`src/rtl/mmap_pkg.sv`:
```
package mmap_pkg;
    localparam int BYTE_W       = 8;
    localparam int CFG_W        = 8;
    // register-map byte: valid signature field in the top two bits
    localparam int RM_SIG_HI    = 7;
    localparam int RM_SIG_LO    = 6;
    localparam logic [1:0] RM_SIG_OK = 2'b10;
    // memory-map byte: control bits
    localparam int MM_LAM_BIT   = 5;
    localparam int MM_POL_BIT   = 3;

    typedef struct packed {
        logic              as_prev;
        logic [BYTE_W-1:0] lat;
    } lat_state_t;
endpackage

```
`src/rtl/mmap_win_cmp.sv`:
```
module mmap_win_cmp #(
    parameter  int ADDR_W   = 16,
    parameter  int WIN_BITS = 10,
    localparam int TAG_W    = ADDR_W - WIN_BITS
) (
    input  logic [TAG_W-1:0] tag_i,
    input  logic [TAG_W-1:0] base_i,
    input  logic             en_i,
    output logic             hit_o
);
    always_comb begin
        hit_o = en_i && (tag_i == base_i);
    end
endmodule

```
`src/rtl/mmap_lo_latch.sv`:
```
module mmap_lo_latch
    import mmap_pkg::*;
(
    input  logic              clk,
    input  logic              rst_n,
    input  logic              as_i,
    input  logic [BYTE_W-1:0] lo_i,
    output logic [BYTE_W-1:0] lat_o
);
    lat_state_t st_d, st_q;

    always_comb begin
        st_d         = st_q;
        st_d.as_prev = as_i;
        if (st_q.as_prev && !as_i) begin
            st_d.lat = lo_i;
        end
    end

    always_ff @(posedge clk or negedge rst_n) begin
        if (!rst_n) begin
            st_q <= '0;
        end else begin
            st_q <= st_d;
        end
    end

    assign lat_o = st_q.lat;
endmodule

```
`src/rtl/mmap_portb_mux.sv`:
```
module mmap_portb_mux
    import mmap_pkg::*;
(
    input  logic              lam_i,
    input  logic [BYTE_W-1:0] lat_i,
    input  logic [BYTE_W-1:0] gpio_out_i,
    input  logic [BYTE_W-1:0] gpio_oe_i,
    output logic [BYTE_W-1:0] pb_out_o,
    output logic [BYTE_W-1:0] pb_oe_o
);
    always_comb begin
        if (lam_i) begin
            pb_out_o = lat_i;
            pb_oe_o  = '1;
        end else begin
            pb_out_o = gpio_out_i;
            pb_oe_o  = gpio_oe_i;
        end
    end
endmodule

```
`src/rtl/mmap_decoder.sv`:
```
module mmap_decoder
    import mmap_pkg::*;
#(
    parameter int ADDR_W       = 16,
    parameter int REG_WIN_BITS = 10,
    parameter int MEM_WIN_BITS = 13
) (
    input  logic              clk,
    input  logic              rst_n,
    input  logic [ADDR_W-1:0] addr_i,
    input  logic              as_i,
    input  logic              rst_pin_i,
    input  logic [CFG_W-1:0]  regmap_cfg_i,
    input  logic [CFG_W-1:0]  memmap_cfg_i,
    input  logic [BYTE_W-1:0] gpio_out_i,
    input  logic [BYTE_W-1:0] gpio_oe_i,
    output logic              reg_sel_o,
    output logic              mem_sel_o,
    output logic              core_rst_o,
    output logic [BYTE_W-1:0] pb_out_o,
    output logic [BYTE_W-1:0] pb_oe_o
);
    localparam int REG_TAG_W = ADDR_W - REG_WIN_BITS;
    localparam int MEM_TAG_W = ADDR_W - MEM_WIN_BITS;

    logic              rm_valid;
    logic              reg_hit;
    logic              mem_hit;
    logic [BYTE_W-1:0] lat_byte;
    logic              unused_cfg;

    assign rm_valid = (regmap_cfg_i[RM_SIG_HI:RM_SIG_LO] == RM_SIG_OK);

    mmap_win_cmp #(.ADDR_W(ADDR_W), .WIN_BITS(REG_WIN_BITS)) u_reg_cmp (
        .tag_i  (addr_i[ADDR_W-1 -: REG_TAG_W]),
        .base_i (regmap_cfg_i[REG_TAG_W-1:0]),
        .en_i   (rm_valid),
        .hit_o  (reg_hit)
    );

    mmap_win_cmp #(.ADDR_W(ADDR_W), .WIN_BITS(MEM_WIN_BITS)) u_mem_cmp (
        .tag_i  (addr_i[ADDR_W-1 -: MEM_TAG_W]),
        .base_i (memmap_cfg_i[MEM_TAG_W-1:0]),
        .en_i   (1'b1),
        .hit_o  (mem_hit)
    );

    always_comb begin
        reg_sel_o  = reg_hit;
        mem_sel_o  = mem_hit && !reg_hit;
        core_rst_o = memmap_cfg_i[MM_POL_BIT] ? rst_pin_i : !rst_pin_i;
    end

    mmap_lo_latch u_latch (
        .clk   (clk),
        .rst_n (rst_n),
        .as_i  (as_i),
        .lo_i  (addr_i[BYTE_W-1:0]),
        .lat_o (lat_byte)
    );

    mmap_portb_mux u_pbmux (
        .lam_i      (memmap_cfg_i[MM_LAM_BIT]),
        .lat_i      (lat_byte),
        .gpio_out_i (gpio_out_i),
        .gpio_oe_i  (gpio_oe_i),
        .pb_out_o   (pb_out_o),
        .pb_oe_o    (pb_oe_o)
    );

    assign unused_cfg = ^{memmap_cfg_i[7:6], memmap_cfg_i[4],
                          addr_i[REG_WIN_BITS-1:BYTE_W]};
endmodule

```
`config.mk`:
```
export PLATFORM = sky130hd
export DESIGN_NAME = mmap_decoder
export DESIGN_NICKNAME = d
export VERILOG_FILES = /design/src/rtl/mmap_pkg.sv /design/src/rtl/mmap_win_cmp.sv /design/src/rtl/mmap_lo_latch.sv /design/src/rtl/mmap_portb_mux.sv /design/src/rtl/mmap_decoder.sv
export SDC_FILE = /design/constraint.sdc
export NUM_CORES = 1
export LEC_CHECK = 0
export BUFFER_PORTS_ARGS = -buffer_cell sky130_fd_sc_hd__buf_4
export CAP_MARGIN = 40
export CORE_ASPECT_RATIO = 0.9
export CORE_MARGIN = 3
export CORE_UTILIZATION = 30
export CTS_CLUSTER_DIAMETER = 120
export CTS_CLUSTER_SIZE = 8
export DETAILED_ROUTE_END_ITERATION = 12
export GPL_TIMING_DRIVEN = 0
export PLACE_DENSITY = 0.72
export SYNTH_ARGS = -nofsm -noshare
export SYNTH_HDL_FRONTEND = slang
export SYNTH_SLANG_ARGS = --single-unit
```
`constraint.sdc`:
```
create_clock -name clk -period 0.9 [get_ports clk]
set_input_delay 0.045 -clock clk [delete_from_list [all_inputs] [get_ports clk]]
set_output_delay 0.045 -clock clk [all_outputs]
set_load 0.005 [all_outputs]
```
# Word-level counts from Yosys, hierarchy flattened
# Cells that the tools add are included.
[op_classes] n_addsub=0 multipliers=0 div_mod_pow=0 order_cmp=0 n_eq_ne=3 n_shift=0 mux=3 bitwise=0 reduce_logical=6
[op_table] cell="8-bit two-way mux" count=2
[op_table] cell="6-bit == test" count=1
[op_table] cell="3-bit == test" count=1
[op_table] cell="1-bit logical AND" count=3
[op_table] cell="1-bit logical NOT" count=3
[op_table] cell="2-bit == test (second input constant)" count=1
[op_table] cell="1-bit two-way mux" count=1
[totals] reg_bits=9 latchBits=0 mem_bits_rw=0 rom_bits=0 input_bits=52 out_inout_bits=19 n_memories=0

# Longest topological paths before layout
# Gate-level depths: netlist of the first run.
[depth] ltp_word=4 depth_mapped=3

# Modules after synthesis
# From an unflattened synthesis of the first run, not the netlist that was laid out.
[hier_totals] cells_unflattened=61 area_unflattened_um2=735.7
[by_module_without_submodules] mod="mmap_lo_latch" n_inst=1 cells_each=27 area_each_um2=430.4 seq_area_each_um2=225.2
[by_module_without_submodules] mod="mmap_portb_mux" n_inst=1 cells_each=18 area_each_um2=173.9 seq_area_each_um2=0.0
[by_module_without_submodules] mod="mmap_win_cmp at u_reg_cmp" n_inst=1 cells_each=8 area_each_um2=71.3 seq_area_each_um2=0.0
[by_module_without_submodules] mod="mmap_win_cmp at u_mem_cmp" n_inst=1 cells_each=4 area_each_um2=35.0 seq_area_each_um2=0.0
[by_module_without_submodules] mod="mmap_decoder" n_inst=1 cells_each=4 area_each_um2=25.0 seq_area_each_um2=0.0

# Least setup slack after synthesis of the first run
# No wires, ideal clock.
[synth_path] path_kind="reg-to-reg" startpoint="register u_latch.st_q[8] (netlist bit)" endpoint="register u_latch.st_q, in the netlist u_latch.lat_o[0]" setup_ps=125 arrival_ps=869 setup_slack_ps=-94 stages_incl_launch_ff=4 n_path_buf=1 path_cell_list="dfrtp_1 nor2b_4 buf_6 mux2_4"
[synth_between] elab_chain_len=1
[synth_rtl] item="start, declared" line_no="mmap_lo_latch.sv:10" source="lat_state_t st_d, st_q;"
[synth_rtl] item="start signal, assigned" line_no="mmap_lo_latch.sv:24" source="st_q <= st_d;"
[synth_rtl] item="1-bit logical AND" line_no="mmap_lo_latch.sv:15" source="if (st_q.as_prev && !as_i) begin"
# Every way passes these cells.
# A chain may end at the register's enable or synchronous reset.

# Worst setup path after layout of the first run
[layout_path] startpoint="register u_latch.st_q, in the netlist u_latch.lat_o[4]" endpoint="output port pb_out_o[4]"
[layout_between] elab_chain_len=1
[layout_rtl] item="8-bit two-way mux" line_no="mmap_portb_mux.sv:12" source="if (lam_i) begin"
[layout_rtl] item="end, declared" line_no="mmap_decoder.sv:20" source="output logic [BYTE_W-1:0] pb_out_o,"
# Every way passes these cells.

==> results of run 1 <==
## where the power goes
part | internal [W] | switching (W) | leakage, nW
logic | 0.000489 | 0.000187 | 0.566
clock network | 0.000171 | 0.000139 | 0.0150
registers | 0.000460 | 0.0000316 | 0.106
## critical path, cell delays in order (launching register included)
cell	delay, ns
dfrtp_1	0.39
mux2_4	0.28
buf_6	0.12
## per-layer routing
metal  wire length, um  part of all wire [%]
met1               729                    34
met2              1230                    58
met3               157                   7.4
met4                15                  0.70
met5                 0                     0
## state kept, by name (all words and copies together), names as in the netlist
name	cells
u_latch.lat_o	8
u_latch.st_q	1
## worst paths after layout
kind                                  start                to  slack, ns  cells past startpoint
setup / recovery           u_latch.lat_o[4]       pb_out_o[4]      -0.19                      2
hold / removal                    addr_i[5]  u_latch.lat_o[5]       0.01                      2
setup reg to reg            u_latch.st_q[8]  u_latch.lat_o[4]      -0.14                      3
min in group asynchronous             rst_n  u_latch.lat_o[4]       0.17                      2
hold reg to reg            u_latch.lat_o[3]  u_latch.lat_o[3]       0.53                      1
max in group asynchronous             rst_n  u_latch.lat_o[1]       0.60                      2
## placed cells by master, fill, tap and decap left out, drive strengths merged
master | Yosys | final
o21a | 1 | 1
nor2 | 1 | 1
mux2 | 16 | 16
dlygate4sd3 | 0 | 4
nor3 | 1 | 1
dfrtp | 9 | 9
xnor2 | 7 | 7
clkbuf | 0 | 4
nand3 | 1 | 1
xor2 | 3 | 3
buf | 3 | 73
nand4 | 1 | 1
or2 | 8 | 8
nor2b | 2 | 2
## what timing repair did
item,4_1_cts,5_1_grt
hold endpoints to repair,10,2
hold buffers,2,2
cloned,0,0
endpoints found under the setup margin,16,17
setup buffers,6,0
resized for setup,15,1
## cells by family after synthesis
family,synth area share [%]
mux,32.7
simple gates,13.5
xor+xnor,13.2
flops,33.8
buf+inv,5.64
compound gates,1.13
## area by class of cell
type	count	share of cell area, %
Multi-Input combinational cell	41	31.9
Tap cell	25	2.32
Buffer	3	3.06
Sequential cell	9	16.7
Timing Repair Buffer	74	44.1
Clock buffer	4	1.95
## per-stage QoR
stage | total power [W] | TNS [ns] | utilization [%] | hold WS (ns)
6_report | 0.00148 | -2.38 | 67.2 | 0.0142
5_1_grt | 0.00159 | -3.13 | 67.2 | 0.00169
4_1_cts | 0.00147 | -2.48 | 66.0 | 0.0112
3_5_place_dp | 0.00103 | -1.12 | 58.6 | -0.124
3_3_place_gp | 0.00102 | -0.859 | 58.6 | -0.127
2_1_floorplan | 0.000731 | -0.752 | - | -0.251
==> impl_results.md, run 1 <==
* Outcome: complete, but fails checks
* Failing checks: setup timing
* Antenna Cells at 0
* RSZ-0062 raised after global routing: true
* Design Area, Final at 1350 sq um
* Initial antenna violation count at 0
* Die extent in x at 55.7 um
* Startpoint Class: flip-flop
* Total CTS buffers at 3
* Placed inst area at 1180 sq um
* All-Layer GR Usage at 15.6%
* Clk pin slew, worst setup/hold paths at 0.06 ns
* Crit path kind: flip-flop to output pin
* Mapped cell area at 666 sq um
* Worst Path Required at roughly 0.85 ns
* Die footprint at 2820 sq um
* Average cell area after synthesis at 12.6 sq um
* Buffer depth of the longest clock path at 2
* Yosys warning total at 0
* Final period util at 122%
* Final #Nets at 184
* Seq/Total Area, Yosys at 33.8%
* Library cells used by synthesis at 16
* Slew @ Worst Pin at between 0.15 and 0.2 ns
* Synth Register Bits at 9
* Worst Path Arrival at 1.05 ns
* Yosys top cell area share at 33.8%
* Most Crowded Layer GR: met2
* Die Span Y at 50.7 um
* Initial core utilization at 33.1%
* Number of global-route vias before repair at 743
* Placed cells at 142
* DP Worst Slack at -0.142 ns
* Routed Antenna Nets at 0
* Final Max Slew Viols at 0
* Leak at 0.687 nW
* Cell row count at 15
* Port Buffers at 64
* IO Pins at 71
* Max VDD drop at approximately 1.1 mV
* Non-filler instance count after layout at between 150 and 200
* Worst min-delay path class: input port to flip-flop
* Post-synth EDFFs at 0
* Most numerous cell in the Yosys netlist: mux2_4
* Pin count of the biggest net entering global routing at 11
* FILL cells at 168
* Syn-to-layout area delta at 103%
* Worst skew pair latency at 0.26 ns
* Flip-flop and latch area at 225 sq um
* Met3 GRT Util at ~6%
* Mapped Nets at roughly 110
* WL/cell at 13.7 um
* GRT overflow at 0
* Final hold vios at 0
* Gp weighted congestion at between 0.7 and 0.8
* GR met2 Demand/Resource at 31.1%
* Number of iterations in the first detailed-routing pass at 2
* CTS tree: built
* Top cells by area, synth: dfrtp_1, mux2_4, mux2_2, xnor2_1, or2_1
* Ratio of cells with drive above 1 in the final layout at between 70 and 80%
* Drc violations at 0
* Vias at between 600 and 700
* Core footprint at 2010 sq um
* Pwr dens at 1090 nW/um^2
* CTS HTree Levels at 1
* Synth area leader: dfrtp_1
* Multi-input gate area at ~430 sq um
* Met1 Usage GRT at between 10% and 20%
* Post-Syn Instances at 53
* Worst Path Max Fanout at 2
* Top_reg_cell synth: dfrtp_1
* Final Worst Setup Slack at -0.194 ns
* Drt total wl at 2.13 mm
* F_max at around 0.9 GHz
* Final setup fails at 16
* First-pass GRT wire length at 3.35 mm
* Via/cell ratio at 4.37
* Ys async rst share at 100%
* Violation count after the first detailed-route iteration at 4
* Clock Skew at 0.00283 ns
* Top post-synthesis cells by count: mux2_4, dfrtp_1, or2_1, xnor2_1, mux2_2
* Sink Count at 9
* Clk root buf: clkbuf_4
* Final min period at 1.09 ns
* Dpl hpwl at 1.61 mm
* Worst slew margin at about nine tenths
* CP endpoint kind: output pin
* Max-capacitance violation count at 0
Note: power is estimated with default switching activity, not from simulation.
==> run 2: changes to the inputs <==
- CORE_UTILIZATION: 30 -> 32
- CTS_BUF_LIST: not set -> sky130_fd_sc_hd__clkbuf_4
- PLACE_DENSITY: 0.72 -> 0.76
==> impl_results.md, run 2 (same netlist as run 1, synthesis figures left out) <==
* Die extent in x at ~54 um
* Failing checks: setup timing
* RSZ-0062 raised after global routing: true
* Gp weighted congestion at 0.745
* Commonest cells after routing, fill and taps aside: buf_4, mux2_4, buf_6, dfrtp_1
* Pwr dens at around 1100 nW/um^2
* GRT overflow at 0
* R2R Setup Slk at -0.14 ns
* Initial antenna violation count at 0
* Drc violations at 0
* Violation count after the first detailed-route iteration at 7
* Clk root buf: clkbuf_4
* Hold Slack at 0.0172 ns
* Final Max Slew Viols at 0
* Core footprint at ~2000 sq um
* Crit path kind: flip-flop to output pin
* Worst Path Max Fanout at 2
* Critical path buffers and inverters at 1
* Routed Antenna Nets at 0
* Antenna Cells at 0
* Ratio of cells with drive above 1 in the final layout at 74.4%
* Startpoint Class: flip-flop
* Initial core utilization at about 34%
* Final period util at 119%
* Sink Count at 9
* Worst Reg-to-Reg Cells at 3
* RR Endpoint: u_latch.lat_o[4]
* Die Span Y at 49.3 um
* Hold Path Sink: u_latch.lat_o[5]
* Commonest non-fill, non-tap cell in the layout: buf_4
* Worst Path Required at 0.85 ns
* Final Worst Setup Slack at -0.172 ns
* Via/cell ratio at 4.19
* Vias at 662
* Max-capacitance violation count at 0
* Clk pin slew, worst setup/hold paths at 0.06 ns
* WL/cell at 12.6 um
* Final min period at 1.07 ns
* Total CTS buffers at 3
* Worst skew pair latency at 0.25 ns
* Number of iterations in the first detailed-routing pass at 2
* Die footprint at around 2700 sq um
* Final setup fails at 16
* Critical path's slowest cell: dfrtp_1
* Leak at 0.700 nW
* Worst Path Arrival at 1.03 ns
* FF-to-FF Start: u_latch.st_q[8]
* Final #Nets at 186
* Drt total wl at 1.99 mm
* Worst slew margin at roughly 90%
* Cell row count at 15
* Slowest stage delay, CP at ~0.4 ns
* CP top delay family: flip-flops
* Final hold vios at 0
* IO Pins at 71
* Syn-to-layout area delta at 104%
* Hold path depth at 2
* F_max at 0.933 GHz
* First-pass GRT wire length at 3.02 mm
* Crit-path cells: mux2_4 > buf_6
* Buffer depth of the longest clock path at 2
* Hold Crit Start: addr_i[5]
* CTS tree: built
* Number of global-route vias before repair at 699
* TNS Setup at -2.31 ns
* Outcome: complete, but fails checks
* CP endpoint kind: output pin
* Max VDD drop at 0.883 mV
* All-Layer GR Usage at ~15%
* Pin count of the biggest net entering global routing at 11
* Max reg flops at 8
* Worst min-delay path class: input port to flip-flop
* Slew @ Worst Pin at 0.162 ns
* Clock Skew at 0.000641 ns
* CTS HTree Levels at 1
* Port Buffers at 64
-- run 2: cell count changes in the layout (fill, tap and decap cells not counted), sizes merged --
cell,before,now
buf,73,77
dlygate4sd3,4,2
-- run 2: layout make-up --
cell class,count,area [sq um]
Timing Repair Buffer,76,606
Fill cell,151,593
Multi-Input combinational cell,41,425
Sequential cell,9,225
Buffer,3,41.3
Tap cell,25,31.3
Clock buffer,4,30.0
-- run 2: worst max-delay path by stage --
stage	startpoint	end	slack, ns	cells past startpoint
after floorplan	u_latch.st_q[8]	u_latch.lat_o[0]	-0.09	3
after global placement	u_latch.st_q[8]	u_latch.lat_o[3]	-0.11	3
after detailed placement	u_latch.st_q[8]	u_latch.lat_o[7]	-0.14	3
after CTS	u_latch.lat_o[7]	pb_out_o[7]	-0.18	2
after global routing	u_latch.lat_o[6]	pb_out_o[6]	-0.21	2
final	u_latch.lat_o[4]	pb_out_o[4]	-0.17	2
-- run 2: per-stage QoR --
step / cells / setup WS, ns / total power (W) / util (%) / cell area, sq um
final: 158 / -0.172 / 0.00153 / 69.6 / 1360
after floorplan: 53 / -0.0940 / 0.000731 / - / 666
after detailed placement: 142 / -0.141 / 0.00104 / 60.3 / 1180
after global placement: 142 / -0.111 / 0.00102 / 60.3 / 1180
after global routing: 158 / -0.210 / 0.00163 / 69.6 / 1360
after CTS: 155 / -0.178 / 0.00150 / 67.7 / 1320
-- run 2: power by group --
group	switching (W)	internal, W
Sequential	0.0000297	0.000460
Combinational	0.000189	0.000513
Clock	0.000141	0.000201
-- run 2: layer usage --
layer / wire length, um / GRT usage [%]
met5: 0 / 0
met4: 11 / 3.73
met3: 180 / 4.89
met2: 1030 / 27.0
met1: 767 / 16.7
-- run 2: timing repair --
action / 4_1_cts / 5_1_grt
pin swaps: 0 / 0
endpoints found under the setup margin: 16 / 16
gates cloned: 0 / 0
buffers inserted: 7 / 3
hold endpoints to repair: 10 / 0
gates resized for setup: 11 / 4
hold buffers: 2 / 0
==> run 3: changes to the inputs <==
==> constraint.sdc (replaced) <==
create_clock -name clk -period 0.9 [get_ports clk]
set_input_delay 0.09 -clock clk [delete_from_list [all_inputs] [get_ports clk]]
set_output_delay 0.09 -clock clk [all_outputs]
set_load 0.005 [all_outputs]
==> impl_results.md, run 3 (same netlist as run 1, synthesis figures left out) <==
* Worst slew margin at 88.3%
* GRT overflow at 0
* Worst min-delay path class: input port to flip-flop
* Final hold vios at 0
* WL/cell at about 13 um
* Worst Path Max Fanout at 2
* Via/cell ratio at around 4.2
* Final min period at approximately 1.1 ns
* Critical path's slowest cell: dfrtp_1
* Number of global-route vias before repair at 697
* Placed inst area at around 1200 sq um
* Sink Count at 9
* First-pass GRT wire length at 3.03 mm
* Violation count after the first detailed-route iteration at 7
* Gp weighted congestion at 0.745
* Drt total wl at 2.06 mm
* Initial antenna violation count at 0
* IO Pins at 71
* Metal3 WL at 180 um
* Clock Skew at 0.000703 ns
* Clk root buf: clkbuf_4
* Slew @ Worst Pin at 0.175 ns
* Die extent in x at 54.1 um
* Met1 wire length at 771 um
* Highest metal used: met4
* Initial core utilization at between 30% and 40%
* Final setup fails at 17
* All-Layer GR Usage at 15.2%
* Max-capacitance violation count at 0
* Worst Path Required at 0.81 ns
* Total CTS buffers at 3
* Die Span Y at 49.3 um
* Number of iterations in the first detailed-routing pass at 2
* Failing checks: setup timing
* Vias at 670
* Power Total at 0.00157 W
* Worst skew pair latency at around 0.25 ns
* Slowest stage delay, CP at 0.39 ns
* Buffer depth of the longest clock path at 2
* Outcome: complete, but fails checks
* Ratio of cells with drive above 1 in the final layout at between 80% and 90%
* Leak at 0.739 nW
* Critical path buffers and inverters at 1
* Design Area, Final at between 1000 and 1500 sq um
* Die footprint at 2660 sq um
* Startpoint Class: flip-flop
* Port Buffers at 64
* Final Max Slew Viols at 0
* CTS HTree Levels at 1
* Commonest cells after routing, fill and taps aside: buf_4, mux2_4, buf_6, dfrtp_1, or2_1
* FILL cells at 140
* Pin count of the biggest net entering global routing at 11
* Drc violations at 0
* Max reg flops at 8
* Final Worst Setup Slack at -0.222 ns
* F_max at around 0.89 GHz
* Clk pin slew, worst setup/hold paths at 0.06 ns
* RSZ-0062 raised after global routing: true
* Syn-to-layout area delta at 114%
* Routed Antenna Nets at 0
* Crit path kind: flip-flop to output pin
* CP top delay family: flip-flops
* Final #Nets at 186
* Antenna Cells at 0
* Max VDD drop at ~0.85 mV
* Worst Path Arrival at 1.03 ns
* Routed wl met2 at 1.09 mm
* CTS tree: built
* CP endpoint kind: output pin
* Final period util at 125%
* Cell row count at 15
* Commonest non-fill, non-tap cell in the layout: buf_4
* Core footprint at 1950 sq um
* Pwr dens at 1110 nW/um^2
* Crit-path cells: mux2_4 > buf_6
run 3: changes by cell type in the layout (fill, tap and decap cells not counted), moves of 2 or more:
cell | previous run | this run
xnor2_1 | 7 | 1
xnor2_2 | 0 | 6
buf_4 | 66 | 64
buf_6 | 9 | 11
run 3: worst paths after layout:
| path | start | end | slack, ns | depth (start not counted) |
|---|---|---|---|---|
| hold / removal | addr_i[5] | u_latch.lat_o[5] | 0.06 | 2 |
| max in group asynchronous | rst_n | u_latch.lat_o[6] | 0.58 | 2 |
| min in group asynchronous | rst_n | u_latch.lat_o[3] | 0.19 | 2 |
| setup reg to reg | u_latch.st_q[8] | u_latch.lat_o[4] | -0.14 | 3 |
| setup / recovery | u_latch.lat_o[7] | pb_out_o[7] | -0.22 | 2 |
| hold reg to reg | u_latch.lat_o[3] | u_latch.lat_o[3] | 0.60 | 2 |
run 3: area by class of cell:
class | instances | area (sq um) | area share, %
repair buffers | 76 | 613 | 43.1
multi-input cells | 41 | 480 | 33.8
flip-flops and latches | 9 | 225 | 15.8
plain buffers | 3 | 41.3 | 2.90
well taps | 25 | 31.3 | 2.20
clock buffers | 4 | 30.0 | 2.11
run 3: report_power, final:
| part | leakage, nW | internal [W] | switching, W | total, W |
|---|---|---|---|---|
| sequential | 0.106 | 0.000460 | 0.0000310 | 0.000491 |
| combinational | 0.615 | 0.000535 | 0.000204 | 0.000739 |
| clock | 0.0184 | 0.000201 | 0.000140 | 0.000341 |
run 3: stage by stage:
| stage | TNS [ns] | setup slack, ns | instances | utilization [%] | hold slack [ns] |
|---|---|---|---|---|---|
| after floorplan | -0.752 | -0.0940 | 53 | - | -0.206 |
| after global placement | -0.870 | -0.111 | 142 | 60.3 | -0.0822 |
| after detailed placement | -1.06 | -0.141 | 142 | 60.3 | -0.0803 |
| after CTS | -2.80 | -0.223 | 155 | 68.3 | 0.0587 |
| after global routing | -3.39 | -0.260 | 158 | 72.8 | 0.0533 |
| final | -2.70 | -0.222 | 158 | 72.8 | 0.0622 |
run 3: timing repair:
item,4_1_cts,5_1_grt
setup endpoints to repair,17,17
hold buffers,2,0
gates resized for setup,13,12
setup buffers,7,3
pin swaps,3,6
endpoints found under the hold margin,10,0
run 3: layer usage:
metal	track usage (%)	vias to the layer above
met1	16.7	301
li1	-	337
met2	27.4	30
met3	4.89	2
met4	3.73	0
met5	0	-
